File: config.mk
export PLATFORM = sky130hd
export DESIGN_NAME = prio_irq_ctrl
export DESIGN_NICKNAME = d
export VERILOG_FILES = /design/src/rtl/prio_irq_pkg.sv /design/src/rtl/irq_edge_latch.sv /design/src/rtl/irq_prio_pick.sv /design/src/rtl/irq_svc_track.sv /design/src/rtl/prio_irq_ctrl.sv
export SDC_FILE = /design/constraint.sdc
export NUM_CORES = 1
export LEC_CHECK = 0
export BUFFER_PORTS_ARGS = -buffer_cell sky130_fd_sc_hd__buf_2
export CAP_MARGIN = 20
export CELL_PAD_IN_SITES_DETAIL_PLACEMENT = 1
export CELL_PAD_IN_SITES_GLOBAL_PLACEMENT = 2
export CORE_ASPECT_RATIO = 0.7
export CORE_UTILIZATION = 32
export DETAILED_ROUTE_END_ITERATION = 10
export GPL_TIMING_DRIVEN = 0
export PLACE_DENSITY = 0.85
export SETUP_SLACK_MARGIN = 0.5
export SLEW_MARGIN = 30
export SYNTH_ARGS = -nofsm -noshare
export SYNTH_HDL_FRONTEND = slang
export SYNTH_SLANG_ARGS = --single-unit
File: constraint.sdc
create_clock -name clk_i -period 3.05 [get_ports clk_i]
set_input_delay 0.305 -clock clk_i [delete_from_list [all_inputs] [get_ports clk_i]]
set_output_delay 0.305 -clock clk_i [all_outputs]
set_load 0.005 [all_outputs]
File: src/rtl/prio_irq_pkg.sv
package prio_irq_pkg;
  typedef enum logic {
    MODE_RUN_TO_END = 1'b0,
    MODE_NESTED     = 1'b1
  } svc_mode_e;
endpackage

File: src/rtl/irq_edge_latch.sv
module irq_edge_latch #(
  parameter int N_SRC = 8
) (
  input  logic             clk_i,
  input  logic             rst_ni,
  input  logic [N_SRC-1:0] req_i,
  input  logic             smp_en_i,
  input  logic [N_SRC-1:0] clr_i,
  output logic [N_SRC-1:0] pend_o
);
  logic [N_SRC-1:0] prev_q, prev_d;
  logic [N_SRC-1:0] pend_q, pend_d;
  logic [N_SRC-1:0] rise;

  // edge detection relative to the last sampled level
  always_comb begin
    rise   = smp_en_i ? (req_i & ~prev_q) : '0;
    prev_d = smp_en_i ? req_i : prev_q;
    pend_d = (pend_q & ~clr_i) | rise;
  end

  always_ff @(posedge clk_i or negedge rst_ni) begin
    if (!rst_ni) begin
      prev_q <= '0;
      pend_q <= '0;
    end else begin
      if (smp_en_i) prev_q <= prev_d;
      pend_q <= pend_d;
    end
  end

  assign pend_o = pend_q;


  rise_pends_chk: assert property (@(posedge clk_i) disable iff (!rst_ni)
    (rise != '0) |=> ((pend_q & $past(rise)) == $past(rise)));


  no_sample_hold_chk: assert property (@(posedge clk_i) disable iff (!rst_ni)
    (!smp_en_i && clr_i == '0) |=> (pend_q == $past(pend_q)));
endmodule

File: src/rtl/irq_prio_pick.sv
module irq_prio_pick #(
  parameter int N_SRC = 8,
  parameter int ID_W  = 3
) (
  input  logic [N_SRC-1:0] vec_i,
  output logic             hit_o,
  output logic [ID_W-1:0]  idx_o,
  output logic [N_SRC-1:0] sel_o
);
  // lowest set index wins; scan from the top so the last match is lowest
  always_comb begin
    idx_o = '0;
    sel_o = '0;
    for (int i = N_SRC - 1; i >= 0; i--) begin
      if (vec_i[i]) begin
        idx_o = ID_W'(i);
        sel_o = '0;
        sel_o[i] = 1'b1;
      end
    end
    hit_o = |vec_i;
  end
endmodule

File: src/rtl/irq_svc_track.sv
module irq_svc_track #(
  parameter int N_SRC = 8
) (
  input  logic             clk_i,
  input  logic             rst_ni,
  input  logic [N_SRC-1:0] set_i,
  input  logic             eos_i,
  input  logic [N_SRC-1:0] top_sel_i,
  output logic [N_SRC-1:0] isr_o
);
  logic [N_SRC-1:0] isr_q, isr_d;
  logic [N_SRC-1:0] retire;

  always_comb begin
    retire = eos_i ? top_sel_i : '0;
    isr_d  = (isr_q & ~retire) | set_i;
  end

  always_ff @(posedge clk_i or negedge rst_ni) begin
    if (!rst_ni) isr_q <= '0;
    else         isr_q <= isr_d;
  end

  assign isr_o = isr_q;


  eos_retires_one_chk: assert property (@(posedge clk_i) disable iff (!rst_ni)
    (eos_i && isr_q != '0 && set_i == '0) |=>
      ($countones(isr_q) == $countones($past(isr_q)) - 1));


  eos_empty_idle_chk: assert property (@(posedge clk_i) disable iff (!rst_ni)
    (isr_q == '0 && set_i == '0) |=> (isr_q == '0));
endmodule

File: src/rtl/prio_irq_ctrl.sv
module prio_irq_ctrl
  import prio_irq_pkg::*;
#(
  parameter int N_SRC = 8,
  localparam int ID_W = (N_SRC > 1) ? $clog2(N_SRC) : 1
) (
  input  logic             clk_i,
  input  logic             rst_ni,
  input  logic [N_SRC-1:0] irq_req_i,
  input  logic             smp_en_i,
  input  logic             ack_i,
  input  logic             eos_i,
  input  logic             nest_mode_i,
  output logic             irq_o,
  output logic [ID_W-1:0]  src_id_o,
  output logic [N_SRC-1:0] in_svc_o
);
  logic [N_SRC-1:0] pend, isr;
  logic [N_SRC-1:0] pend_sel, isr_sel;
  logic [ID_W-1:0]  pend_idx, isr_idx;
  logic             pend_hit, isr_hit;
  logic             offer, take;
  logic [N_SRC-1:0] take_mask;
  svc_mode_e        mode;

  irq_edge_latch #(.N_SRC(N_SRC)) u_latch (
    .clk_i    (clk_i),
    .rst_ni   (rst_ni),
    .req_i    (irq_req_i),
    .smp_en_i (smp_en_i),
    .clr_i    (take_mask),
    .pend_o   (pend)
  );

  irq_prio_pick #(.N_SRC(N_SRC), .ID_W(ID_W)) u_pick_pend (
    .vec_i (pend),
    .hit_o (pend_hit),
    .idx_o (pend_idx),
    .sel_o (pend_sel)
  );

  irq_prio_pick #(.N_SRC(N_SRC), .ID_W(ID_W)) u_pick_isr (
    .vec_i (isr),
    .hit_o (isr_hit),
    .idx_o (isr_idx),
    .sel_o (isr_sel)
  );

  irq_svc_track #(.N_SRC(N_SRC)) u_track (
    .clk_i     (clk_i),
    .rst_ni    (rst_ni),
    .set_i     (take_mask),
    .eos_i     (eos_i),
    .top_sel_i (isr_sel),
    .isr_o     (isr)
  );

  // eligibility: idle, or nested mode with a strictly more urgent candidate
  always_comb begin
    mode = svc_mode_e'(nest_mode_i);
    offer = 1'b0;
    if (pend_hit) begin
      if (!isr_hit)                                       offer = 1'b1;
      else if (mode == MODE_NESTED && pend_idx < isr_idx) offer = 1'b1;
    end
    take      = ack_i & offer;
    take_mask = take ? pend_sel : '0;
  end

  assign irq_o    = offer;
  assign src_id_o = offer ? pend_idx : '0;
  assign in_svc_o = isr;


  irq_has_pend_chk: assert property (@(posedge clk_i) disable iff (!rst_ni)
    irq_o |-> (pend != '0));


  ack_enters_svc_chk: assert property (@(posedge clk_i) disable iff (!rst_ni)
    (ack_i && irq_o) |=> in_svc_o[$past(src_id_o)]);


  ack_idle_ignored_chk: assert property (@(posedge clk_i) disable iff (!rst_ni)
    (!irq_o && !eos_i) |=> $stable(in_svc_o));


  run_to_end_chk: assert property (@(posedge clk_i) disable iff (!rst_ni)
    (!nest_mode_i && in_svc_o != '0) |-> !irq_o);


  nest_outranks_chk: assert property (@(posedge clk_i) disable iff (!rst_ni)
    (irq_o && isr_hit) |-> (src_id_o < isr_idx));
endmodule

Word level (Yosys, flattened, before mapping)
Cells that the tools add are included.
Widths: inputs -> output; s select.
{ "word_totals": {"input_bits": 14, "output_inout_bits": 12, "register_bits": 24} }
{ "op_classes": {"magnitude_cmp": 1, "reduce_logical": 3, "bitwise_logic": 9, "mux": 39} }
{ "op_table": {"columns": ["operator", "count"], "rows": [
  ["$mux 8", 19],
  ["$mux 3", 17],
  ["$and 8x8->8", 3],
  ["$not 8->8", 3],
  ["$or 8x8->8", 2],
  ["$reduce_or 8->1", 2],
  ["$lt 3x3->1", 1],
  ["$mux 1", 3],
  ["$and 1x1->1", 1],
  ["$logic_and 1x1->1", 1]
]} }

Logic depth before layout (Yosys ltp)
Gate-level depths: netlist of the first run.
{ "depth": {"depth_word": 18, "mapped_depth": 10, "ltp_nobuf": 9} }

Modules after synthesis
A second synthesis of the first run with hierarchy kept.
{ "unflattened": {"hier_cells": 157, "area_unflattened_um2": 1478.9} }
{ "by_module_without_submodules": {"columns": ["mod", "area_per_inst_um2", "cells_per_inst", "n_inst", "seq_area_each_um2"], "rows": [
  ["irq_edge_latch", 654.4, 50, 1, 400.4],
  ["irq_svc_track", 297.8, 25, 1, 200.2],
  ["irq_prio_pick", 145.1, 23, 2, 0.0],
  ["prio_irq_ctrl", 236.5, 36, 1, 0.0]
]} }

Least setup slack after synthesis of the first run
Ideal clock, no wire load.
{ "synth_path": {"path_type": "register to output", "from": "register u_latch.pend_q[0], in the netlist u_latch.pend_o[0]", "to": "output src_id_o[1]", "arrival_ps": 1965, "path_stages_with_launch": 9, "setup_slack_ps": 780, "required_time_ps": 2745, "cell_sequence": "dfrtp_1 -> buf_2 -> nor2_1 -> nand2_1 -> nor2_1 -> ha_1 -> a211o_4 -> o21ai_0 -> and2_1"} }
{ "synth_between": {"elab_chain_cells": 7, "word_cells_on_any_way": 8} }
{ "synth_rtl": {"columns": ["element", "line_no", "text"], "rows": [
  ["start: declaration", "irq_edge_latch.sv:12", "logic [N_SRC-1:0] pend_q, pend_d;"],
  ["start signal: assignment", "irq_edge_latch.sv:28", "pend_q <= pend_d;"],
  ["$mux 3", "irq_prio_pick.sv:15", "if (vec_i[i]) begin"],
  ["$lt 3x3->1", "prio_irq_ctrl.sv:64", "else if (mode == MODE_NESTED && pend_idx < isr_idx) offer = 1'b1;"],
  ["$logic_and 1x1->1", "prio_irq_ctrl.sv:64", null],
  ["$mux 1", "prio_irq_ctrl.sv:64", null],
  ["$mux 1", "prio_irq_ctrl.sv:63", "if (!isr_hit) offer = 1'b1;"],
  ["$mux 1 *", "prio_irq_ctrl.sv:62", "if (pend_hit) begin"],
  ["via irq_o", "prio_irq_ctrl.sv:14", "output logic irq_o,"],
  ["$mux 3 *", "prio_irq_ctrl.sv:71", "assign src_id_o = offer ? pend_idx : '0;"],
  ["end: declaration", "prio_irq_ctrl.sv:15", "output logic [ID_W-1:0] src_id_o,"]
]} }
The timed path passes the listed nets; every way through them passes the cells marked *.

Worst setup path after layout of the first run
{ "layout_path": {"from": "register u_track.isr_q[1], in the netlist u_track.isr_o[1]", "to": "output src_id_o[1]"} }
{ "layout_between": {"elab_chain_cells": 8, "word_cells_on_any_way": 9} }
{ "layout_rtl": {"columns": ["element", "line_no", "text"], "rows": [
  ["start: declaration", "irq_svc_track.sv:11", "logic [N_SRC-1:0] isr_q, isr_d;"],
  ["start signal: assignment", "irq_svc_track.sv:21", "else isr_q <= isr_d;"],
  ["$mux 3 (2 in series)", "irq_prio_pick.sv:15", null],
  ["$lt 3x3->1", "prio_irq_ctrl.sv:64", null],
  ["$logic_and 1x1->1", "prio_irq_ctrl.sv:64", null],
  ["$mux 1", "prio_irq_ctrl.sv:64", null],
  ["$mux 1 *", "prio_irq_ctrl.sv:63", null],
  ["$mux 1 *", "prio_irq_ctrl.sv:62", null],
  ["$mux 3 *", "prio_irq_ctrl.sv:71", null]
]} }
Every way passes the cells marked *; elsewhere a longest branch is shown, timed or not.

==> results.toml, run 1 <==
[power]
p_leak_nw = 0.7964
peakVddDrop_v = 0.0003569
power_density_mw_per_mm2 = 661.9

[floorplanning]
core.rowCount = 19
die_h_um = 55.48
start_util = 0.3333
io_pins = 26
dieArea_sq_mm = 0.004350
die_x_um = 78.40
fp.coreArea_sq_mm = 0.003923

[layout]
multiInputGateArea_sq_um = 792.0
syn_to_final_growth_pct = 35.60
post-route-util = 0.4520
antenna_cells = 0
layout-drive-gt1-share = 0.3934
layoutNonFillerInstCount = 235
nNetsFinal = 201
seqCellArea_sq_um = 611.8
n_fill_cell = 470

[yosys]
synth.cell_area_sq_mm = 0.001308
yosysUniqueCellTypes = 38
yosysWarnings = 0
synthArstFlopShare = 1.000
syn_area_per_cell_sq_um = 8.956
synthFlopType = "dfrtp_1"
synth_nets = 162
synth_edf_count = 0
seq_area_frac_synth = 0.4593
synth_seq_cells = 24
syn_inst = 146

[timing]
finalClockSkew_ns = 0.001091
tightest_slew_ns = 0.5465
hold_viol = 0
drv_slew = 0
period_minus_slack_ns = 2.534
max_freq_mhz = 394.7
rsz0062_at_grt = "yes"
setup_tns_ns = 0
timing.final.crit_share = 0.8307
finalSetupViolCount = 0
fin_ws_ns = 0.5163
max-slew-margin-rel = 0.6357

[global_route]
grt_max_degree = 25
grt_pass1_vias = 1283
antenna_found_initial = 0
track_usage = 0.1813
grt_pass1_wl_um = 6154
grt_overflow = 0

[clocking]
cts_root_buf = "clkbuf_8"
clock-sinks = 24
cts_hold_buf = 0
clk_latency_ns = 0.26
cts_tree = "done"
path_clk_slew_ns = 0.08
cts-htree-levels = 1
clock_tree.buffer_depth = 2
cts_buffers = 3

[flow_run]
drv_cap = 0

[placement]
dp.cells = 222
dp_slack_ns = 0.3635
port_buffers = 24
place_congestion = 0.7586
dp_hpwl_um = 2684

[routing]
wl_per_cell_um = 15.98
drt-total-wl_um = 3756
via_per_inst = 5.209
dr.first_iter.drc_count = 79
ant_nets = 0
drc = 0
via_count = 1224
dr.pass1.iters = 4

[critical_path]
worstSetupPathType = "reg2out"
r2r_start = "u_track.isr_o[1]$_DFF_PN0_"
critPathRequiredTime_ns = 2.74
end_kind = "output port"
ff2ff_setup_slack_ns = 0.59
r2r_cells = 8
r2r-end = "u_latch.pend_o[4]$_DFF_PN0_"
path_max_fanout = 4
crit_path_start_kind = "register"
crit_arrival_ns = 2.23

[run_status]
status = "completed"

[min_path]
hp-class = "in2async"
-- worst max path at each step --
stage                                      startpoint          end
after floorplan           u_latch.pend_o[0]$_DFF_PN0_  src_id_o[1]
after global placement    u_latch.pend_o[4]$_DFF_PN0_  src_id_o[1]
after detailed placement  u_latch.pend_o[4]$_DFF_PN0_  src_id_o[1]
after CTS                 u_latch.pend_o[0]$_DFF_PN0_  src_id_o[1]
after global routing       u_track.isr_o[1]$_DFF_PN0_  src_id_o[1]
final                      u_track.isr_o[1]$_DFF_PN0_  src_id_o[1]
-- sequential cells by signal, indices dropped and copies added (netlist names) --
name and flops:
u_latch.prev_q 8, u_latch.pend_o 8, u_track.isr_o 8
-- cells by family after synthesis --
family,after synthesis,share of synthesized area
compound gates,50,0.2670
fa+ha+maj,2,0.01914
simple gates,52,0.1962
mux,1,0.008612
buf+inv,17,0.04976
flops,24,0.4593
-- power by group --
group          internal [mW]  leakage [nW]  switching [mW]
clock network         0.0883        0.0216          0.0988
registers              0.367         0.275          0.0669
logic                  0.252         0.500           0.301
-- metrics by stage --
step / hold WS [ns] / area [sq um] / power (mW)
floorplan: 0.009409 / 1308 / 0.6965
global placement: 0.3118 / 1493 / 0.8193
detailed placement: 0.3291 / 1493 / 0.8495
CTS: 0.03724 / 1702 / 1.118
global route: 0.05656 / 1773 / 1.252
finish: 0.01514 / 1773 / 1.173
-- synthesized netlist by cell type (2+ instances only) --
master	count	area, sq um
a21oi_1	5	25.02
nor3_1	2	10.01
nor2b_1	3	18.77
dfrtp_1	24	600.6
o21a_1	2	15.01
nand2_1	13	48.80
nor4_1	4	25.02
inv_1	14	52.55
nor2_1	17	63.81
a32o_1	2	20.02
o22ai_1	2	12.51
nand2b_1	3	18.77
o21ai_0	20	100.1
ha_1	2	25.02
a21o_1	3	22.52
nand3_1	4	20.02
clkbuf_1	2	7.510
o21ai_1	4	20.02
-- cell type report --
type / count / share of cell area
inverters: 14 / 0.02964
clock buffers: 3 / 0.02329
flip-flops and latches: 24 / 0.3451
plain buffers: 3 / 0.008469
repair buffers: 34 / 0.1101
well taps: 52 / 0.03670
multi-input cells: 105 / 0.4467
-- critical path: stages (launching register included) --
cell,delay (ns)
dfrtp_1,0.44
nor4_4,0.34
nand2b_1,0.16
ha_4,0.18
nand2b_4,0.15
a211o_4,0.31
o21ai_2,0.14
and2_1,0.14
buf_2,0.11
-- metal layers --
metal / part of all wire / GRT usage
met5: 0 / 0
met4: 0.0051 / 0.01323
met3: 0.034 / 0.04463
met2: 0.50 / 0.3158
met1: 0.47 / 0.2374
-- what timing repair did --
item / in CTS / in global routing
gates cloned: 0 / 0
resized for setup: 32 / 10
setup endpoints to repair: 20 / 4
pin swaps: 4 / 8
setup buffers: 8 / 2
-- cells in the final DEF (no fill, tap or decap), types with 2 or more instances in the layout --
| cell type | Yosys | layout |
|---|---|---|
| nand3_1 | 4 | 4 |
| o21a_1 | 2 | 2 |
| dfrtp_2 | 0 | 9 |
| nor4_2 | 1 | 2 |
| nor2b_1 | 3 | 3 |
| nor2_1 | 17 | 13 |
| clkbuf_8 | 0 | 3 |
| nor2_4 | 0 | 4 |
| o21ai_1 | 4 | 5 |
| o22ai_1 | 2 | 2 |
| a21oi_1 | 5 | 5 |
| o21ai_0 | 20 | 16 |
| a32o_1 | 2 | 2 |
| ha_4 | 0 | 2 |
| dfrtp_1 | 24 | 15 |
| a21o_1 | 3 | 3 |
| nand2b_4 | 0 | 2 |
| o21ai_2 | 0 | 2 |
| buf_4 | 0 | 11 |
| inv_1 | 14 | 14 |
| nand2_1 | 13 | 12 |
| nor3_1 | 2 | 2 |
| clkbuf_1 | 2 | 2 |
| buf_2 | 1 | 24 |
| nor4_4 | 0 | 2 |
No activity file was read; power rests on OpenSTA's default activity.
==> inputs of run 2 (changes only) <==
--- a/config.mk
+++ b/config.mk
@@ -5,15 +5,16 @@
 export SDC_FILE = /design/constraint.sdc
 export NUM_CORES = 1
 export LEC_CHECK = 0
+export ABC_AREA = 1
 export BUFFER_PORTS_ARGS = -buffer_cell sky130_fd_sc_hd__buf_2
 export CAP_MARGIN = 20
 export CELL_PAD_IN_SITES_DETAIL_PLACEMENT = 1
 export CELL_PAD_IN_SITES_GLOBAL_PLACEMENT = 2
 export CORE_ASPECT_RATIO = 0.7
-export CORE_UTILIZATION = 32
+export CORE_UTILIZATION = 30
 export DETAILED_ROUTE_END_ITERATION = 10
 export GPL_TIMING_DRIVEN = 0
-export PLACE_DENSITY = 0.85
+export PLACE_DENSITY = 0.86
 export SETUP_SLACK_MARGIN = 0.5
 export SLEW_MARGIN = 30
 export SYNTH_ARGS = -nofsm -noshare
==> constraint.sdc (replaced) <==
create_clock -name clk_i -period 2.5 [get_ports clk_i]
set_input_delay 0.25 -clock clk_i [delete_from_list [all_inputs] [get_ports clk_i]]
set_output_delay 0.25 -clock clk_i [all_outputs]
set_load 0.005 [all_outputs]
==> run 2 against run 1 <==
Core utilization increased by 0.52 points. Clock-buffer cell count unchanged. Global-route usage increased by 1.2 points. Via count increased by 11%. Synthesized cell count increased by 19%. Clock power increased by 26%. Highest routed layer unchanged. Cell area increased by 3.6%. Critical path depth increased by 4. Total power increased by 47%. Synthesized area decreased by 0.96%. Largest cell class unchanged.
==> results.toml, run 2 <==
[power]
peakVddDrop_v = 0.0003984
power.internal_uw = 974.4
p_comb_frac = 0.537
clkPwrFrac = 0.137
power_density_mw_per_mm2 = 938.2
swShare = 0.4346
p_leak_nw = 0.9628
power.switching_uw = 748.8
p_seq_frac = 0.326

[yosys]
syn_inst = 174
synth_edf_count = 0
syn_area_per_cell_sq_um = 7.442
synth_most_common_cell = "nand2_1"
seq_area_frac_synth = 0.4638
yosysWarnings = 0
synth_common_cells = "52 x nand2_1, 27 x inv_1, 24 x dfrtp_1, 15 x nor2_1, 12 x o21ai_0"
synth_top_area_cell = "dfrtp_1"
synthArstFlopShare = 1.000
yosysUniqueCellTypes = 22
synth_nets = 190
synth.cell_area_sq_mm = 0.001295
synth_top_area_share = 0.4638
synthFlopType = "dfrtp_1"
synth_area_leaders = "dfrtp_1 46%, nand2_1 15%, inv_1 7.8%"
synth_seq_cells = 24

[critical_path]
path_max_fanout = 4
crit_arrival_ns = 2.17
worstPathCellList = "nor2_4 -> inv_2 -> nor3_4 -> inv_2 -> nor2_4 -> ha_4 -> a211oi_2 -> nand2_2 -> nand2_4 -> nand2_8 -> nor3_4 -> buf_2"
crit_path_top_delay_cell = "dfrtp_2"
crit_path_start_kind = "register"
end_kind = "output port"
worstSetupPathType = "reg2out"
ff2ff_setup_slack_ns = 0.24
critPathRequiredTime_ns = 2.25
slowest_delay_ns = 0.43

[clocking]
cts-htree-levels = 1
clock_tree.buffer_depth = 2
cts_buffers = 3
cts_tree = "done"
clk_latency_ns = 0.27
path_clk_slew_ns = 0.09
clock-sinks = 24
cts_root_buf = "clkbuf_8"

[floorplanning]
fp.coreArea_sq_mm = 0.004018
die_x_um = 80.53
die_h_um = 56.97
io_pins = 26
start_util = 0.3223
dieArea_sq_mm = 0.004588
core.rowCount = 19

[routing]
dr.first_iter.drc_count = 51
drc = 0
via_per_inst = 4.960
ant_nets = 0
via_count = 1364
drt-total-wl_um = 4156
wl_per_cell_um = 15.11
dr.pass1.iters = 4

[placement]
dp.cells = 250
port_buffers = 24
post_dp_cell_area_sq_mm = 0.001506
place_congestion = 0.8675
dp_hpwl_um = 2711

[timing]
drv_slew = 0
period_minus_slack_ns = 2.423
finalSetupViolCount = 0
finalClockSkew_ns = 0.006605
rsz0062_at_grt = "yes"
tightest_slew_ns = 0.5841
max-slew-margin-rel = 0.6106
timing.final.crit_share = 0.9692
max_freq_mhz = 412.7
hold_viol = 0

[global_route]
grt_pass1_vias = 1452
track_usage = 0.1929
grt_overflow = 0
grt_pass1_wl_um = 6679
antenna_found_initial = 0
grt_max_degree = 25

[layout]
layoutNonFillerInstCount = 275
n_fill_cell = 504
mostFrequentLayoutCells = "51 x nand2_1, 25 x buf_2, 24 x inv_1, 19 x buf_4, 19 x dfrtp_1"
final_cell_area_sq_mm = 0.001837
final_common_cell = "nand2_1"
syn_to_final_growth_pct = 41.84
antenna_cells = 0
layout-drive-gt1-share = 0.3677
nNetsFinal = 241

[min_path]
hp-class = "in2reg"

[flow_run]
drv_cap = 0

[run_status]
status = "completed"
==> run 2: cell count changes after synthesis, sizes merged, moves of 6 or more <==
| cell | change |
|---|---|
| nand2 | +43 |
| nand3 | +6 |
| inv | +14 |
| nand4 | +7 |
| nor3 | +6 |
| o21ai | -8 |
==> run 2: area by class of cell <==
cell class	instances	area [sq um]	share of cell area
inverters	28	105.1	0.05722
clock buffers	3	41.29	0.02248
plain buffers	3	12.51	0.006812
flip-flops and latches	24	606.8	0.3304
well taps	52	65.06	0.03542
multi-input cells	119	710.7	0.3869
repair buffers	46	295.3	0.1608
==> run 2: per-stage QoR <==
step,power [mW],TNS (ns),worst slack [ns],hold WS [ns],util
after floorplan,0.9635,0,0.4793,-0.04559,-
after global placement,1.147,0,0.1633,0.2616,0.3750
after detailed placement,1.174,0,0.1151,0.2860,0.3750
after CTS,1.550,0,0.03527,0.2130,0.4288
after global routing,1.858,-0.1221,-0.05763,0.2255,0.4572
final,1.723,0,0.07688,0.2052,0.4572
==> run 2: power by group through the flow <==
stage / combinational, mW / sequential, mW / clock [mW]
6_report: 0.925 / 0.562 / 0.236
5_1_grt: 1.02 / 0.575 / 0.260
4_1_cts: 0.751 / 0.557 / 0.242
3_5_place_dp: 0.618 / 0.556 / 0
3_3_place_gp: 0.595 / 0.551 / 0
2_1_floorplan: 0.425 / 0.538 / 0
==> run 2: path summary, 6_finish.rpt <==
path                                                      end  cells past startpoint                          start
worst max-delay path                              src_id_o[1]                     12    u_latch.pend_o[1]$_DFF_PN0_
worst min-delay path            u_latch.prev_q[6]$_DFFE_PN0P_                      3                   irq_req_i[6]
worst max register to register    u_latch.pend_o[2]$_DFF_PN0_                     15    u_latch.pend_o[1]$_DFF_PN0_
worst min register to register    u_latch.pend_o[0]$_DFF_PN0_                      1  u_latch.prev_q[0]$_DFFE_PN0P_
max in group asynchronous         u_latch.pend_o[6]$_DFF_PN0_                      2                         rst_ni
min in group asynchronous       u_latch.prev_q[5]$_DFFE_PN0P_                      2                         rst_ni
==> run 2: timing repair <==
item                                    4_1_cts  5_1_grt
hold endpoints to repair                     24        0
resized for setup                            11       21
pin swaps                                     6        8
hold buffers                                  1        0
endpoints found under the setup margin       20       20
buffers inserted                             17        4
==> run 2: cells by family (layout without fill, tap and decap cells) <==
group	count (synthesis)	after routing	synth area share
DFF	24	24	0.4638
and+or+nand+nor	97	97	0.3411
adders and majority gates	2	2	0.01932
AOI/OAI and AO/OA	20	20	0.08503
buffers and inverters	31	80	0.09082
==> run 2: per-layer routing <==
layer,track usage,part of all wire,vias to the layer above
li1,-,-,653
met1,0.2462,0.42,678
met2,0.3402,0.53,29
met3,0.04320,0.040,4
met4,0.03061,0.0077,0
met5,0,0,-
==> run 2: critical path: cells and delay by family, from the launching register on <==
kind / cells / cell delay [ns]
compound gates: 1 / 0.19
fa+ha+maj: 1 / 0.21
buf+inv: 3 / 0.27
flops: 1 / 0.43
simple gates: 7 / 0.78
==> inputs of run 3 (changes only) <==
--- a/config.mk
+++ b/config.mk
@@ -5,16 +5,16 @@
 export SDC_FILE = /design/constraint.sdc
 export NUM_CORES = 1
 export LEC_CHECK = 0
-export ABC_AREA = 1
+export ABC_AREA = 0
 export BUFFER_PORTS_ARGS = -buffer_cell sky130_fd_sc_hd__buf_2
 export CAP_MARGIN = 20
 export CELL_PAD_IN_SITES_DETAIL_PLACEMENT = 1
 export CELL_PAD_IN_SITES_GLOBAL_PLACEMENT = 2
 export CORE_ASPECT_RATIO = 0.7
-export CORE_UTILIZATION = 30
+export CORE_UTILIZATION = 32
 export DETAILED_ROUTE_END_ITERATION = 10
 export GPL_TIMING_DRIVEN = 0
-export PLACE_DENSITY = 0.86
+export PLACE_DENSITY = 0.85
 export SETUP_SLACK_MARGIN = 0.5
 export SLEW_MARGIN = 30
 export SYNTH_ARGS = -nofsm -noshare
==> run 3 against run 2 <==
Non-clock buffer count fell by 3. Final cell count decreased by 11%. Sequential cell count unchanged. Critical path depth down 4. First-iteration DRC count fell by 55%. Die area fell by 5.2%. Clock skew decreased by 0.0035 ns. Via count decreased by 5.6%. Fmax is 0.89% lower. Combinational power is 11% lower. Clock power increased by 14%. Core utilization up 4.6 points. Critical endpoint unchanged. Highest routed layer unchanged.
==> results.toml, run 3 (synthesis results as in run 1) <==
[timing]
tightest_slew_ns = 0.5536
period_minus_slack_ns = 2.445
rsz0062_at_grt = "yes"
hold_slack_ns = 0.2091
hold_viol = 0
setup_tns_ns = 0
drv_slew = 0
max_freq_mhz = 409.0
max-slew-margin-rel = 0.6309
finalSetupViolCount = 0
finalClockSkew_ns = 0.003056
timing.final.crit_share = 0.9779

[critical_path]
r2r-end = "u_track.isr_o[2]$_DFF_PN0_"
ff2ff_setup_slack_ns = 0.06
crit_arrival_ns = 2.19
crit_path_top_delay_cell = "dfrtp_2"
path_max_fanout = 3
critPathRequiredTime_ns = 2.25
critPathTopFamily = "compound AO/OA/AOI/OAI gates"
slowest_delay_ns = 0.46
worstSetupPathType = "reg2out"
end_kind = "output port"
r2r_cells = 10
cp.buffers_inverters = 2
r2r_start = "u_latch.pend_o[5]$_DFF_PN0_"
worstPathCellList = "buf_12 -> nor4_4 -> nor2_4 -> ha_4 -> a211o_4 -> o21ai_2 -> and2_1 -> buf_2"
crit_path_start_kind = "register"

[global_route]
grt_pass1_wl_um = 6575
antenna_found_initial = 0
grt_pass1_vias = 1372
grt_max_degree = 25
track_usage = 0.1957
grt_overflow = 0

[placement]
place_congestion = 0.7416
port_buffers = 24
dp.cells = 222
dp_hpwl_um = 2611

[routing]
ant_nets = 0
wl_per_cell_um = 16.61
via_per_inst = 5.253
drc = 0
via_count = 1287
dr.pass1.iters = 4
drt-total-wl_um = 4070
dr.first_iter.drc_count = 23

[floorplanning]
core.rowCount = 19
die_h_um = 55.48
die_x_um = 78.40
start_util = 0.3333
io_pins = 26
fp.coreArea_sq_mm = 0.003923
dieArea_sq_mm = 0.004350

[layout]
syn_to_final_growth_pct = 50.81
layout-drive-gt1-share = 0.5078
final_common_cell = "buf_2"
layoutNonFillerInstCount = 245
post-route-util = 0.5027
antenna_cells = 0
mostFrequentLayoutCells = "24 x buf_2, 14 x inv_1, 14 x buf_4, 13 x o21ai_0, 13 x dfrtp_1"
nNetsFinal = 210

[clocking]
cts_buffers = 3
cts-htree-levels = 1
clock-sinks = 24
path_clk_slew_ns = 0.08
clock_tree.buffer_depth = 2
cts_root_buf = "clkbuf_8"
cts_tree = "done"
clk_latency_ns = 0.27

[power]
peakVddDrop_v = 0.0003153
finalPower_mw = 1.619
power_density_mw_per_mm2 = 820.9
p_leak_nw = 0.8871

[flow_run]
drv_cap = 0

[min_path]
hp-start = "irq_req_i[6]"
hp-class = "in2reg"
whs_path_depth = 3
whs_endpoint = "u_latch.prev_q[6]$_DFFE_PN0P_"

[run_status]
status = "completed"
## run 3: cell types whose count changed in the layout (fill, tap and decap cells not counted), sizes merged, moves of 4 or more
cell,change
o21ai,+8
nor3,-6
nand3,-6
nand2,-43
nor4,+4
nand4,-7
inv,-14
## run 3: worst max-delay path by stage
stage / start / to / slack (ns) / depth (start not counted)
floorplan: u_latch.pend_o[6]$_DFF_PN0_ / u_latch.pend_o[2]$_DFF_PN0_ / 0.40 / 6
global placement: u_latch.pend_o[4]$_DFF_PN0_ / u_latch.pend_o[2]$_DFF_PN0_ / 0.17 / 9
detailed placement: u_latch.pend_o[4]$_DFF_PN0_ / src_id_o[1] / 0.11 / 10
CTS: u_latch.pend_o[5]$_DFF_PN0_ / src_id_o[1] / 0.10 / 8
global route: u_latch.pend_o[5]$_DFF_PN0_ / src_id_o[1] / -0.02 / 8
finish: u_latch.pend_o[5]$_DFF_PN0_ / src_id_o[1] / 0.06 / 8
## run 3: power by group
part	switching, mW	leakage (nW)	internal (mW)
Combinational	0.424	0.587	0.397
Clock	0.128	0.0288	0.141
Sequential	0.0814	0.272	0.447
## run 3: final cells by class
class / instances / area (sq um)
well taps: 52 / 65.06
multi-input cells: 105 / 868.3
flip-flops and latches: 24 / 614.3
clock buffers: 4 / 55.05
inverters: 14 / 52.55
fillers: 460 / 1951
plain buffers: 3 / 18.77
repair buffers: 43 / 297.8
## run 3: tightest hold or removal path, cell delays in order
cell     delay [ns]
buf_2          0.08
nand2_1        0.05
o21ai_0        0.06
## run 3: what timing repair did
item / in CTS / in global routing
endpoints found under the setup margin: 20 / 20
pin swaps: 11 / 4
gates resized for setup: 40 / 14
hold buffers: 1 / 0
setup buffers: 17 / 1
hold endpoints to repair: 24 / 0
cloned: 0 / 0
## run 3: stage by stage
stage | cell area [sq um] | setup slack (ns)
finish | 1972 | 0.05514
global route | 1972 | -0.01953
CTS | 1911 | 0.1015
detailed placement | 1520 | 0.1106
global placement | 1520 | 0.1744
floorplan | 1335 | 0.3961
## run 3: layer usage
metal	GRT usage	vias to the layer above	share of wire
li1	-	614	-
met1	0.2379	626	0.44
met2	0.3471	37	0.51
met3	0.04463	10	0.039
met4	0.05291	0	0.017
met5	0	-	0
